[config.mk]
export PLATFORM = sky130hd
export DESIGN_NAME = pca_core
export DESIGN_NICKNAME = d
export VERILOG_FILES = /design/src/rtl/pca_pkg.sv /design/src/rtl/pca_counter.sv /design/src/rtl/pca_channel.sv /design/src/rtl/pca_core.sv
export SDC_FILE = /design/constraint.sdc
export NUM_CORES = 1
export LEC_CHECK = 0
export BUFFER_PORTS_ARGS = -buffer_cell sky130_fd_sc_hd__buf_4
export CAP_MARGIN = 10
export CORE_AREA = 4 4 125 127
export CTS_BUF_LIST = sky130_fd_sc_hd__clkbuf_8
export CTS_CLUSTER_DIAMETER = 30
export DETAILED_ROUTE_END_ITERATION = 10
export DIE_AREA = 0 0 129 131
export GPL_ROUTABILITY_DRIVEN = 1
export PLACE_DENSITY = 0.47
export SYNTH_ARGS = -nofsm -noshare
export SYNTH_HDL_FRONTEND = slang
export SYNTH_SLANG_ARGS = --single-unit
[constraint.sdc]
create_clock -name clk -period 3.74 [get_ports clk]
set_input_delay 0.748 -clock clk [delete_from_list [all_inputs] [get_ports clk]]
set_output_delay 0.748 -clock clk [all_outputs]
set_load 0.05 [all_outputs]
[src/rtl/pca_pkg.sv]
package pca_pkg;
    localparam int CFG_W   = 7;
    localparam int CB_IE   = 0;
    localparam int CB_PWM  = 1;
    localparam int CB_TOG  = 2;
    localparam int CB_MAT  = 3;
    localparam int CB_CAPN = 4;
    localparam int CB_CAPP = 5;
    localparam int CB_ECOM = 6;

    typedef enum logic [1:0] {
        CNT_STOP   = 2'd0,
        CNT_RUN    = 2'd1,
        CNT_FROZEN = 2'd2
    } cnt_state_e;

    typedef enum logic [2:0] {
        MD_OFF     = 3'd0,
        MD_CAPTURE = 3'd1,
        MD_TIMER   = 3'd2,
        MD_HSO     = 3'd3,
        MD_PWM     = 3'd4
    } mod_mode_e;

    // Priority decode of a channel configuration word
    function automatic mod_mode_e decode_mode(input logic [CFG_W-1:0] c);
        if (c[CB_ECOM] && c[CB_PWM])
            return MD_PWM;
        else if (c[CB_ECOM] && c[CB_MAT] && c[CB_TOG])
            return MD_HSO;
        else if (c[CB_ECOM] && c[CB_MAT])
            return MD_TIMER;
        else if (c[CB_CAPP] || c[CB_CAPN])
            return MD_CAPTURE;
        else
            return MD_OFF;
    endfunction
endpackage

[src/rtl/pca_counter.sv]
module pca_counter
    import pca_pkg::*;
#(
    parameter int CNT_W = 16,
    parameter int NSRC  = 4,
    localparam int SEL_W = (NSRC > 1) ? $clog2(NSRC) : 1,
    localparam int LO_W  = CNT_W / 2
) (
    input  logic             clk,
    input  logic             rst_n,
    input  logic [SEL_W-1:0] src_sel,
    input  logic [NSRC-1:0]  src_tick,
    input  logic             run,
    input  logic             idle_stop,
    input  logic             cpu_idle,
    input  logic             ovf_clr,
    output logic [CNT_W-1:0] cnt_q,
    output logic             step,
    output logic             lo_wrap,
    output logic             ovf_flag
);
    cnt_state_e st_q, st_d;
    logic       freeze;
    logic       tick_sel;
    logic       ovf_ev;

    assign freeze = idle_stop && cpu_idle;

    always_comb begin
        tick_sel = 1'b0;
        for (int i = 0; i < NSRC; i++) begin
            if (src_sel == SEL_W'(i)) tick_sel = src_tick[i];
        end
    end

    // State register
    always_ff @(posedge clk) begin
        if (!rst_n) st_q <= CNT_STOP;
        else        st_q <= st_d;
    end

    // Next-state logic
    always_comb begin
        st_d = st_q;
        unique case (st_q)
            CNT_STOP: begin
                if (run) st_d = freeze ? CNT_FROZEN : CNT_RUN;
            end
            CNT_RUN: begin
                if (!run)        st_d = CNT_STOP;
                else if (freeze) st_d = CNT_FROZEN;
            end
            CNT_FROZEN: begin
                if (!run)         st_d = CNT_STOP;
                else if (!freeze) st_d = CNT_RUN;
            end
            default: st_d = CNT_STOP;
        endcase
    end

    // Output decode
    always_comb begin
        step = 1'b0;
        unique case (st_q)
            CNT_RUN:    step = tick_sel;
            CNT_STOP,
            CNT_FROZEN: step = 1'b0;
            default:    step = 1'b0;
        endcase
    end

    assign lo_wrap = step && (cnt_q[LO_W-1:0] == '1);
    assign ovf_ev  = step && (cnt_q == '1);

    always_ff @(posedge clk) begin
        if (!rst_n) begin
            cnt_q    <= '0;
            ovf_flag <= 1'b0;
        end else begin
            if (step) cnt_q <= cnt_q + CNT_W'(1);
            if (ovf_ev)       ovf_flag <= 1'b1;
            else if (ovf_clr) ovf_flag <= 1'b0;
        end
    end
endmodule

[src/rtl/pca_channel.sv]
module pca_channel
    import pca_pkg::*;
#(
    parameter int CNT_W = 16,
    localparam int LO_W = CNT_W / 2
) (
    input  logic             clk,
    input  logic             rst_n,
    input  logic [CFG_W-1:0] cfg,
    input  logic [CNT_W-1:0] cnt_q,
    input  logic             step,
    input  logic             lo_wrap,
    input  logic             cmp_wr,
    input  logic [CNT_W-1:0] cmp_wdata,
    input  logic             ext_shadow,
    input  logic             flag_clr,
    input  logic             cex_in,
    output logic [CNT_W-1:0] cmp_q,
    output logic             flag,
    output logic             cex_out,
    output logic             irq_req
);
    mod_mode_e        mode;
    logic [2:0]       sync_q;
    logic             rise, fall;
    logic [CNT_W-1:0] cnt_nxt;
    logic             hit, cap_ev, tog_ev, reload;
    logic             ext_q;
    logic             hso_q;
    logic             pwm_hi;

    assign mode    = decode_mode(cfg);
    assign cnt_nxt = cnt_q + CNT_W'(1);

    // Two synchronizer flops plus one history flop for edge detection
    always_ff @(posedge clk) begin
        if (!rst_n) sync_q <= '0;
        else        sync_q <= {sync_q[1:0], cex_in};
    end
    assign rise = sync_q[1] && !sync_q[2];
    assign fall = !sync_q[1] && sync_q[2];

    // Mode-dependent event generation
    always_comb begin
        hit    = 1'b0;
        cap_ev = 1'b0;
        tog_ev = 1'b0;
        reload = 1'b0;
        unique case (mode)
            MD_CAPTURE: cap_ev = (cfg[CB_CAPP] && rise) || (cfg[CB_CAPN] && fall);
            MD_TIMER:   hit    = step && (cnt_nxt == cmp_q);
            MD_HSO: begin
                hit    = step && (cnt_nxt == cmp_q);
                tog_ev = step && (cnt_nxt == cmp_q);
            end
            MD_PWM:     reload = lo_wrap;
            MD_OFF:     hit    = 1'b0;
            default:    hit    = 1'b0;
        endcase
    end

    always_ff @(posedge clk) begin
        if (!rst_n) begin
            cmp_q <= '0;
            ext_q <= 1'b0;
            flag  <= 1'b0;
            hso_q <= 1'b0;
        end else begin
            if (cmp_wr)      cmp_q <= cmp_wdata;
            else if (cap_ev) cmp_q <= cnt_q;
            else if (reload) cmp_q[LO_W-1:0] <= cmp_q[CNT_W-1:LO_W];
            if (reload) ext_q <= ext_shadow;
            if (hit || cap_ev) flag <= 1'b1;
            else if (flag_clr) flag <= 1'b0;
            if (tog_ev) hso_q <= !hso_q;
        end
    end

    assign pwm_hi  = {1'b0, cnt_q[LO_W-1:0]} >= {ext_q, cmp_q[LO_W-1:0]};
    assign cex_out = (mode == MD_PWM) ? pwm_hi : hso_q;
    assign irq_req = flag && cfg[CB_IE];
endmodule

[src/rtl/pca_core.sv]
module pca_core
    import pca_pkg::*;
#(
    parameter int NMOD  = 2,
    parameter int CNT_W = 16,
    parameter int NSRC  = 4,
    localparam int SEL_W = (NSRC > 1) ? $clog2(NSRC) : 1
) (
    input  logic                       clk,
    input  logic                       rst_n,
    input  logic [SEL_W-1:0]           src_sel,
    input  logic [NSRC-1:0]            src_tick,
    input  logic                       run,
    input  logic                       idle_stop,
    input  logic                       cpu_idle,
    input  logic                       ovf_ie,
    input  logic                       ovf_clr,
    input  logic [NMOD-1:0][CFG_W-1:0] mod_cfg,
    input  logic [NMOD-1:0]            cmp_wr,
    input  logic [NMOD-1:0][CNT_W-1:0] cmp_wdata,
    input  logic [NMOD-1:0]            ext_shadow,
    input  logic [NMOD-1:0]            flag_clr,
    input  logic [NMOD-1:0]            cex_in,
    output logic [CNT_W-1:0]           cnt_val,
    output logic                       ovf_flag,
    output logic [NMOD-1:0]            mod_flag,
    output logic [NMOD-1:0][CNT_W-1:0] cap_val,
    output logic [NMOD-1:0]            cex_out,
    output logic                       irq
);
    logic            step;
    logic            lo_wrap;
    logic [NMOD-1:0] mod_irq;

    pca_counter #(.CNT_W(CNT_W), .NSRC(NSRC)) u_cnt (
        .clk      (clk),
        .rst_n    (rst_n),
        .src_sel  (src_sel),
        .src_tick (src_tick),
        .run      (run),
        .idle_stop(idle_stop),
        .cpu_idle (cpu_idle),
        .ovf_clr  (ovf_clr),
        .cnt_q    (cnt_val),
        .step     (step),
        .lo_wrap  (lo_wrap),
        .ovf_flag (ovf_flag)
    );

    for (genvar g = 0; g < NMOD; g++) begin : g_ch
        pca_channel #(.CNT_W(CNT_W)) u_ch (
            .clk       (clk),
            .rst_n     (rst_n),
            .cfg       (mod_cfg[g]),
            .cnt_q     (cnt_val),
            .step      (step),
            .lo_wrap   (lo_wrap),
            .cmp_wr    (cmp_wr[g]),
            .cmp_wdata (cmp_wdata[g]),
            .ext_shadow(ext_shadow[g]),
            .flag_clr  (flag_clr[g]),
            .cex_in    (cex_in[g]),
            .cmp_q     (cap_val[g]),
            .flag      (mod_flag[g]),
            .cex_out   (cex_out[g]),
            .irq_req   (mod_irq[g])
        );
    end

    assign irq = (ovf_flag && ovf_ie) || (|mod_irq);
endmodule

======== After elaboration in Yosys (flattened, before gate mapping) ========
Cells that the tools add are included.
operators by class
  magnitude comparators ................... 2
  reduce and logical (&&, ||, !) cells .... 48
  add/sub/neg operators ................... 1
  multiplexer cells ....................... 44
  equality and inequality tests ........... 20
operators by type and width
  operator                                               number
  two-way mux 8 bit                                      6
  equality test 16 bit                                   2
  two-way mux 16 bit                                     2
  two-way mux 1 bit                                      23
  logical AND 1 bit                                      22
  >= comparator 8 x 9 -> 1 bit                           2
  two-way mux 3 bit                                      6
  adder 16 x 1 -> 16 bit, second input constant          1
  equality test 16 bit, second input constant            1
  equality test 3 x 2 -> 1 bit, second input constant    4
  two-way mux 2 bit                                      6
  nonzero test 2 bit                                     5
  equality test 8 bit, second input constant             1
  logical OR 1 bit                                       7
  equality test 2 bit, second input constant             3
  equality test 3 x 1 -> 1 bit, second input constant    2
  equality test 3 bit, second input constant             2
  logical NOT 1 bit                                      6
  case mux 2 bit (3 select lines)                        1
  nonzero test 3 bit                                     2
  OR reduction 2 bit                                     3
  equality test 2 x 1 -> 1 bit, second input constant    2
  logical NOT 2 bit                                      2
  inequality test 3 x 2 -> 1 bit, second input constant  1
  3 further kinds                                        3
storage, ports and cells
  bits in registers ....................... 63
  input port bits ......................... 67
  output and inout bits ................... 54
  logic and storage cells ................. 130

======== Logic depth before layout (Yosys ltp) ========
Gate-level depths: netlist (run 1).
  depth after elaboration ................. 11
  mapped depth ............................ 10
  depth with buffers taken out ............ 9

======== Cells and area by module ========
Synthesis (run 1) repeated with hierarchy kept, for this count alone.
second synthesis, totals
  cells, all modules ...................... 570
  area, all modules ....................... 4531.8 µm²
modules (own cells, without submodules)
  module       area an instance (µm²)  cells each  instances  seq. area each (µm²)
  pca_channel  1794.2                  231         2          440.4
  pca_counter  934.6                   107         1          380.4
  pca_core     8.8                     1           1          0.0

======== Worst setup path before layout (run 1) ========
No wires, ideal clock.
  kind .................................... reg-to-reg
  start ................................... reg u_cnt.cnt_q[1]
  end ..................................... reg g_ch[1].u_ch.hso_q
  clock period less this slack ............ 3.280 ns
  data required time ...................... 3.669 ns
  slack ................................... 0.460 ns
  arrival time ............................ 3.209 ns
  library setup time ...................... 0.071 ns
  cell stages (with the launch flop) ...... 9
  path through ............................ dfxtp_1 -> ha_1 -> nand3_1 -> nor4_1 -> xnor2_1 -> o211ai_1 -> or4_4 -> or4_1 -> a21oi_1
between the ends
  cells in the longest elaborated chain, start to end .. 4
RTL lines
  item                    line               RTL
  from (decl)             pca_counter.sv:17  output logic [CNT_W-1:0] cnt_q,
  from (signal assigned)  pca_counter.sv:80  if (step) cnt_q <= cnt_q + CNT_W'(1);
  adder 16 x 1 -> 16 bit  pca_channel.sv:33  assign cnt_nxt = cnt_q + CNT_W'(1);
  equality test 16 bit    pca_channel.sv:54  tog_ev = step && (cnt_nxt == cmp_q);
  logical AND 1 bit       pca_channel.sv:54
  two-way mux 1 bit       pca_channel.sv:49  unique case (mode)
  to (signal assigned)    pca_channel.sv:75  if (tog_ev) hso_q <= !hso_q;
  to (decl)               pca_channel.sv:29  logic hso_q;
No other way between the ends.
A chain may end at the register's enable or synchronous reset.

======== Worst setup path in the final report (run 1) ========
  start ................................... reg u_cnt.cnt_q[0]
  end ..................................... out cex_out[0]
between the ends
  cells in the longest elaborated chain, start to end .. 2
RTL lines
  item                          line               RTL
  >= comparator 8 x 9 -> 1 bit  pca_channel.sv:79  assign pwm_hi = {1'b0, cnt_q[LO_W-1:0]} >= {ext_q, cmp_q[LO_W-1:0]};
  two-way mux 1 bit             pca_channel.sv:80  assign cex_out = (mode == MD_PWM) ? pwm_hi : hso_q;
  to (decl)                     pca_core.sv:28     output logic [NMOD-1:0] cex_out,
No other way between the ends.

==> metrics.json, run 1 <==
{
  "via_count": 4253,
  "firstDrtPassIters": 4,
  "design_power_total_mw": 1.792,
  "category_of_the_worst_setup_path_capture_point": "primary output",
  "port_buffers": 120,
  "cp_max_fo": 7,
  "die-width_um": 129,
  "regToRegSetupSlack_ps": 500,
  "worstMarginPinSlew_ps": 928.7,
  "first_global_vias": 4219,
  "timing.critical_path.mode_cell": "sky130_fd_sc_hd__a21o_1",
  "hold_path.class": "flip-flop to flip-flop",
  "worstPathRequired_ps": 2990,
  "min_path_cells": 1,
  "layout_worst_path_cycle_share_pct": 87.71,
  "share_comb_of_total_power_pct": 20.4,
  "avgSynthCellArea_um2": 7.933,
  "final_layout_size_suffix_gt1_share_pct": 23.93,
  "power.internal_mw": 1.244,
  "post_synth_num_cell_types": 56,
  "layout.filler_cells": 1522,
  "clock_tree.htree_level_count": 3,
  "max_stage_delay_ps": 360,
  "final_nets": 731,
  "grt_pass1_wl_um": 22920,
  "period_needed_ps": 3280,
  "total_switching_power_mw": 0.5481,
  "holdBufCountCts": 0,
  "cts_resized": 0,
  "slew_violations": 0,
  "post-route-drc-count": 0,
  "part_of_the_yosys_area_used_for_sequential_elements_pct": 29.39,
  "finalWeightedCongestion": 0.8484,
  "routed_len_inst_um": 17.86,
  "cp_data_arrival_time_ps": 2530,
  "cts-buffers-inserted": 9,
  "standard_cell_with_the_maximum_stage_delay_on_the_critical_path": "sky130_fd_sc_hd__dfxtp_1",
  "globalRouteOverflowTotal": 0,
  "synth_seq_cells": 63,
  "syn_area_um2": 4292,
  "setup_viol": 0,
  "finalCoreUtilization_pct": 38.67,
  "design.die.area_um2": 16900,
  "grt_antenna_before_repair": 0,
  "power.density_cell_area_nw_per_um2": 321.2,
  "initial_core_util_pct": 29.75,
  "rr_worst_depth": 7,
  "drv_cap": 0,
  "post_drt_via_cell_ratio": 5.087,
  "reported_leakage_power_nw": 2.497,
  "insertion_delay_ps": 370,
  "chipHeight_um": 131,
  "hold_viol": 0,
  "grt_setup_unrepaired": "false",
  "worstPathCellList": "buf_4 > inv_1 > ha_1 > nand2b_1 > a21o_1 > a21o_1 > a21o_1 > a21oi_1 > o21a_1 > o21ai_0 > buf_4",
  "post_synthesis_async_set_or_reset_flop_share_pct": 0,
  "synthesis.nets": 625,
  "finClkSkew_ps": 7.125,
  "upper_clock_frequency_limit_mhz": 304.8,
  "maxSlewHeadroom_pct": 38.09,
  "synth-warning-count": 0,
  "area_delta_synth_final_pct": 29.97,
  "vdd.ir_drop.worst_mv": 0.1981,
  "synth-main-ff-cell": "sky130_fd_sc_hd__dfxtp_1",
  "setup-tns-final_ps": 0,
  "layout_commonest_cell": "sky130_fd_sc_hd__buf_4",
  "number_of_instances_in_the_synthesized_netlist": 541,
  "globalRouteTotalUtil_pct": 17.82,
  "drt_iter0_drc": 186,
  "ctsRootBufferMaster": "sky130_fd_sc_hd__clkbuf_8",
  "worst_setup_hold_path_clk_slew_ps": 70,
  "dpl_hpwl_um": 11550,
  "final_cell_mix": "133 x sky130_fd_sc_hd__buf_4, 63 x sky130_fd_sc_hd__dfxtp_1, 56 x sky130_fd_sc_hd__nor2_1",
  "share_clk_of_total_power_pct": 38.3,
  "floorplan.io_pins": 121,
  "clock_sink_count": 63,
  "ant_nets": 0,
  "worst_setup_path_start_kind": "flip-flop",
  "cts_tree": "done",
  "synth-edff-count": 0,
  "cts.path.max_buffers": 2,
  "power.share.sequential_pct": 41.3,
  "core_region_area_um2": 14420,
  "power.switching_fraction_pct": 30.59,
  "grt_max_degree": 46,
  "outcome": "completed",
  "timing_worst_setup_path_type": "flip-flop to primary output",
  "wirelength_um": 14940,
  "antenna-diode-count": 0,
  "post_cts_buffers": 0,
  "floorplan.rows": 44
}
## per-stage QoR
stage,cell area [µm²],cells,setup WS [ps],hold slack [ps]
after CTS,5578,836,408.0,438.6
after global routing,5578,836,273.5,461.9
final,5578,836,459.5,432.5
after floorplan,4292,541,460.4,411.9
after global placement,5355,820,614.7,421.0
after detailed placement,5355,820,501.2,420.6
## cell families after synthesis
group                      synth area share [%]
AOI/OAI and AO/OA                         17.11
xor gates and xnor gates                  9.009
adders and majority gates                 4.956
buffers and inverters                     5.772
DFF                                       29.39
muxes                                     10.55
and+or+nand+nor                           23.21
## cell usage after synthesis (all sizes together), types with 2 or more instances
library cell | instances | share of area (%)
o211ai | 2 | 0.35
nor2 | 57 | 5.0
xnor2 | 21 | 4.3
inv | 22 | 1.9
mux2i | 43 | 10
nand4b | 2 | 0.41
nand2 | 45 | 3.9
nor2b | 2 | 0.29
a21oi | 48 | 5.6
o2111ai | 3 | 0.61
dfxtp | 63 | 29
nor3 | 9 | 1.0
nand4 | 8 | 1.7
nor4 | 5 | 0.73
a211o | 9 | 1.8
a311o | 2 | 0.47
nand2b | 8 | 1.2
and3 | 4 | 0.58
and4 | 3 | 0.61
o21ai | 37 | 4.3
a21o | 6 | 1.0
buf | 11 | 1.5
o21a | 3 | 0.52
and3b | 2 | 0.41
nor3b | 3 | 0.52
ha | 17 | 5.0
nand3b | 7 | 1.3
nand3 | 16 | 1.9
a211oi | 3 | 0.64
xnor3 | 2 | 1.0
or3 | 10 | 1.5
xor2 | 18 | 3.7
and2 | 8 | 1.2
clkbuf | 27 | 2.4
or4 | 4 | 0.79
## metal layers
| metal | GRT usage [%] | up-vias | wire length (µm) | part of all wire [%] |
|---|---|---|---|---|
| met5 | 0 | - | 0 | 0 |
| met1 | 22.93 | 2014 | 6503 | 44 |
| met3 | 3.740 | 14 | 892 | 6.0 |
| met4 | 5.683 | 0 | 214 | 1.4 |
| li1 | - | 2117 | - | - |
| met2 | 29.94 | 108 | 7326 | 49 |
## state kept, by name (all words and copies together), names as in the netlist
signal,flops
g_ch.u_ch.ext_q,2
g_ch.u_ch.flag,2
g_ch.u_ch.hso_q,2
u_cnt.cnt_q,16
g_ch.u_ch.sync_q,6
g_ch.u_ch.cmp_q,32
u_cnt.ovf_flag,1
u_cnt.st_q,2
## power groups by stage
| stage | logic, mW | registers, mW | clock network, mW |
|---|---|---|---|
| global placement | 0.367 | 0.757 | 0 |
| finish | 0.366 | 0.740 | 0.686 |
| detailed placement | 0.368 | 0.757 | 0 |
| floorplan | 0.158 | 0.815 | 0 |
| global route | 0.397 | 0.745 | 0.734 |
| CTS | 0.370 | 0.741 | 0.701 |
## cell type report
cell class / count / area, µm² / area share [%]
clock buffers: 10 / 137.6 / 2.467
clock inverters: 6 / 85.08 / 1.525
inverters: 22 / 82.58 / 1.480
multi-input cells: 418 / 2783 / 49.89
flip-flops and latches: 63 / 1261 / 22.61
well taps: 184 / 230.2 / 4.127
repair buffers: 133 / 998.5 / 17.90
## worst max-delay path: cells and delay by family, from the launching register on
family	cells	cell delay (ps)
fa+ha+maj	1	320
buf+inv	3	440
flops	1	360
simple gates	1	150
compound gates	6	890
## final timing paths
| kind | start | endpoint |
|---|---|---|
| worst max-delay path | u_cnt.cnt_q[0] | cex_out[0] |
| worst min-delay path | g_ch[1].u_ch.sync_q[0] | g_ch[1].u_ch.sync_q[1] |
| worst max register to register | u_cnt.cnt_q[8] | g_ch[1].u_ch.hso_q |
| worst min register to register | g_ch[1].u_ch.sync_q[0] | g_ch[1].u_ch.sync_q[1] |
No activity file was read; power rests on OpenSTA's default activity.
==> inputs of run 2 (changes only) <==
--- a/config.mk
+++ b/config.mk
@@ -14,6 +14,8 @@
 export DIE_AREA = 0 0 129 131
 export GPL_ROUTABILITY_DRIVEN = 1
 export PLACE_DENSITY = 0.47
+export RECOVER_POWER = 50
+export REMOVE_ABC_BUFFERS = 1
 export SYNTH_ARGS = -nofsm -noshare
 export SYNTH_HDL_FRONTEND = slang
 export SYNTH_SLANG_ARGS = --single-unit
==> metrics.json, run 2 (same netlist as run 1, synthesis figures left out) <==
{
  "holdBufCountCts": {"value": 0, "change": "unchanged"},
  "grt_setup_unrepaired": "false",
  "timing_worst_setup_path_type": "flip-flop to primary output",
  "cp_data_arrival_time": {"value": 2620, "unit": "ps", "change": "+90 ps"},
  "grt_max_degree": {"value": 46, "change": "unchanged"},
  "post_drt_via_cell_ratio": {"value": 5.001, "change": "-1.7%"},
  "design.die.area": {"value": 16900, "unit": "µm²", "change": "unchanged"},
  "largestRegisters": "g_ch.u_ch.cmp_q x32, u_cnt.cnt_q x16, g_ch.u_ch.sync_q x6",
  "globalRouteOverflowTotal": {"value": 0, "change": "unchanged"},
  "worst_setup_path_start_kind": "flip-flop",
  "cp_max_fo": {"value": 9, "change": "+2"},
  "die-width": {"value": 129, "unit": "µm", "change": "unchanged"},
  "area_delta_synth_final_pct": 26.50,
  "grt_pass1_wl": {"value": 23660, "unit": "µm", "change": "+3.2%"},
  "grt_antenna_before_repair": {"value": 0, "change": "unchanged"},
  "via_count": {"value": 4211, "change": "-0.99%"},
  "initial_core_util": {"value": 29.75, "unit": "%", "change": "unchanged"},
  "cts-buffers-inserted": {"value": 9, "change": "unchanged"},
  "share_clk_of_total_power": {"value": 36.4, "unit": "%", "change": "-1.9 points"},
  "power.density_cell_area": {"value": 311.6, "unit": "nW/µm²", "change": "-3.0%"},
  "cts_resized": {"value": 0, "change": "unchanged"},
  "setup_viol": {"value": 0, "change": "unchanged"},
  "total_switching_power": {"value": 0.5361, "unit": "mW", "change": "-2.2%"},
  "power.share.sequential": {"value": 43.5, "unit": "%", "change": "+2.2 points"},
  "drv_cap": {"value": 1, "change": "+1"},
  "final_layout_size_suffix_gt1_share": {"value": 17.78, "unit": "%", "change": "-6.1 points"},
  "reported_leakage_power": {"value": 2.333, "unit": "nW", "change": "-6.6%"},
  "chipHeight": {"value": 131, "unit": "µm", "change": "unchanged"},
  "finish.instance_area": {"value": 5429, "unit": "µm²", "change": "-2.7%"},
  "dpl_hpwl": {"value": 11590, "unit": "µm", "change": "+0.39%"},
  "hold_path.class": "flip-flop to flip-flop",
  "placedInstanceArea": {"value": 5400, "unit": "µm²", "change": "+0.84%"},
  "final_cell_mix": "93 x sky130_fd_sc_hd__buf_4, 63 x sky130_fd_sc_hd__dfxtp_1, 56 x sky130_fd_sc_hd__nor2_1",
  "post-route-drc-count": {"value": 0, "change": "unchanged"},
  "fin_ws": {"value": 369.2, "unit": "ps", "change": "-90.36 ps"},
  "slew_violations": {"value": 46, "change": "+46"},
  "finalWeightedCongestion": {"value": 0.8619, "change": "+1.6%"},
  "routed_len_inst": {"value": 18.06, "unit": "µm", "change": "+1.1%"},
  "vdd.ir_drop.worst": {"value": 0.1625, "unit": "mV", "change": "-18%"},
  "drt_iter0_drc": {"value": 181, "change": "-2.7%"},
  "wirelength": {"value": 15200, "unit": "µm", "change": "+1.8%"},
  "layout_commonest_cell": "sky130_fd_sc_hd__buf_4",
  "post_cts_buffers": {"value": 0, "change": "unchanged"},
  "cts_tree": "done",
  "maxSlewHeadroom": {"value": -4.855, "unit": "%", "change": "-43 points"},
  "worstMarginPinSlew": {"value": 1571, "unit": "ps", "change": "+642.4 ps"},
  "final_nets": {"value": 737, "change": "+0.82%"},
  "failed_checks": "max-capacitance violations, max-slew violations",
  "max_flop_register": "g_ch.u_ch.cmp_q",
  "clock_tree.htree_level_count": {"value": 3, "change": "unchanged"},
  "power.internal": {"value": 1.155, "unit": "mW", "change": "-7.1%"},
  "layout_worst_path_cycle_share": {"value": 90.13, "unit": "%", "change": "+2.4 points"},
  "cts.path.max_buffers": {"value": 2, "change": "unchanged"},
  "clock_sink_count": {"value": 63, "change": "unchanged"},
  "hold_viol": {"value": 0, "change": "unchanged"},
  "largest_register_ff_count": {"value": 32, "change": "unchanged"},
  "insertion_delay": {"value": 360, "unit": "ps", "change": "about the same"},
  "floorplan.rows": {"value": 44, "change": "unchanged"},
  "period_needed": {"value": 3371, "unit": "ps", "change": "+90.36 ps"},
  "pre_cts_slack": {"value": 544.4, "unit": "ps", "change": "+43.19 ps"},
  "ctsRootBufferMaster": "sky130_fd_sc_hd__clkbuf_8",
  "category_of_the_worst_setup_path_capture_point": "primary output",
  "core_region_area": {"value": 14420, "unit": "µm²", "change": "unchanged"},
  "design_power_total": {"value": 1.691, "unit": "mW", "change": "-5.6%"},
  "ant_nets": {"value": 0, "change": "unchanged"},
  "firstDrtPassIters": {"value": 4, "change": "unchanged"},
  "power.switching_fraction": {"value": 31.70, "unit": "%", "change": "+1.1 points"},
  "floorplan.io_pins": {"value": 121, "change": "unchanged"},
  "setup-tns-final": {"value": 0, "unit": "ps", "change": "unchanged"},
  "layout.filler_cells": {"value": 1573, "change": "+3.4%"},
  "globalRouteTotalUtil": {"value": 18.30, "unit": "%", "change": "+0.48 points"},
  "first_global_vias": {"value": 4254, "change": "+0.83%"},
  "upper_clock_frequency_limit": {"value": 296.7, "unit": "MHz", "change": "-2.7%"},
  "worst_setup_hold_path_clk_slew": {"value": 70, "unit": "ps", "change": "about the same"},
  "finClkSkew": {"value": 12.39, "unit": "ps", "change": "+5.262 ps"},
  "worstPathRequired": {"value": 2990, "unit": "ps", "change": "about the same"},
  "outcome": "complete, but fails checks",
  "share_comb_of_total_power": {"value": 20.1, "unit": "%", "change": "-0.3 points"},
  "port_buffers": {"value": 120, "change": "unchanged"},
  "antenna-diode-count": {"value": 0, "change": "unchanged"}
}
-- run 2: changes by cell type in the layout (fill, tap and decap cells not counted) --
cell / before / now
sky130_fd_sc_hd__and2_0: 0 / 1
sky130_fd_sc_hd__and2_1: 8 / 7
sky130_fd_sc_hd__buf_4: 133 / 93
sky130_fd_sc_hd__bufinv_16: 2 / 1
sky130_fd_sc_hd__clkbuf_1: 0 / 45
sky130_fd_sc_hd__clkbuf_4: 0 / 1
sky130_fd_sc_hd__clkinv_2: 1 / 3
sky130_fd_sc_hd__clkinv_4: 1 / 0
sky130_fd_sc_hd__clkinvlp_4: 1 / 2
sky130_fd_sc_hd__inv_2: 1 / 0
-- run 2: per-stage QoR --
stage	utilization (%)	hold WS, ps	cells
after floorplan	-	411.8	503
after global placement	37.44	414.6	826
after detailed placement	37.44	419.4	826
after CTS	38.81	437.6	842
after global routing	37.64	447.4	842
final	37.64	434.5	842
-- run 2: worst paths after layout --
path                            slack [ps]              startpoint                      to  cells past startpoint
worst min register to register         430  g_ch[0].u_ch.sync_q[0]  g_ch[0].u_ch.sync_q[1]                      1
worst min-delay path                   430  g_ch[0].u_ch.sync_q[0]  g_ch[0].u_ch.sync_q[1]                      1
worst max-delay path                   370          u_cnt.cnt_q[0]              cex_out[1]                     10
worst max register to register         500          u_cnt.cnt_q[0]      g_ch[1].u_ch.hso_q                      8
-- run 2: layout make-up --
class	count	area, µm²	share of cell area (%)
clock buffers	10	137.6	2.535
repair buffers	139	874.6	16.11
clock inverters	6	60.06	1.106
multi-input cells	418	2783	51.26
well taps	184	230.2	4.241
flip-flops and latches	63	1261	23.23
inverters	22	82.58	1.521
-- run 2: worst max-delay path: stages (launching register included) --
cell and delay [ps]:
sky130_fd_sc_hd__dfxtp_1 500, sky130_fd_sc_hd__inv_1 160, sky130_fd_sc_hd__ha_1 330, sky130_fd_sc_hd__nand2b_1 150, sky130_fd_sc_hd__a21o_1 180, sky130_fd_sc_hd__a21o_1 170, sky130_fd_sc_hd__a21o_1 180, sky130_fd_sc_hd__a21oi_1 140
sky130_fd_sc_hd__o21a_1 140, sky130_fd_sc_hd__o21ai_0 110, sky130_fd_sc_hd__buf_4 210
-- run 2: per-layer routing --
layer	wire (µm)	global-route usage [%]	vias up
met5	0	0	-
met2	7100	30.27	106
li1	-	-	2133
met1	7169	24.50	1963
met3	774	3.984	9
met4	159	4.200	0
-- run 2: power groups by stage --
stage | Combinational, mW | Clock, mW | Sequential [mW]
final | 0.340 | 0.615 | 0.736
after floorplan | 0.143 | 0 | 0.817
after detailed placement | 0.364 | 0 | 0.753
after CTS | 0.365 | 0.637 | 0.737
after global routing | 0.374 | 0.665 | 0.741
after global placement | 0.362 | 0 | 0.752
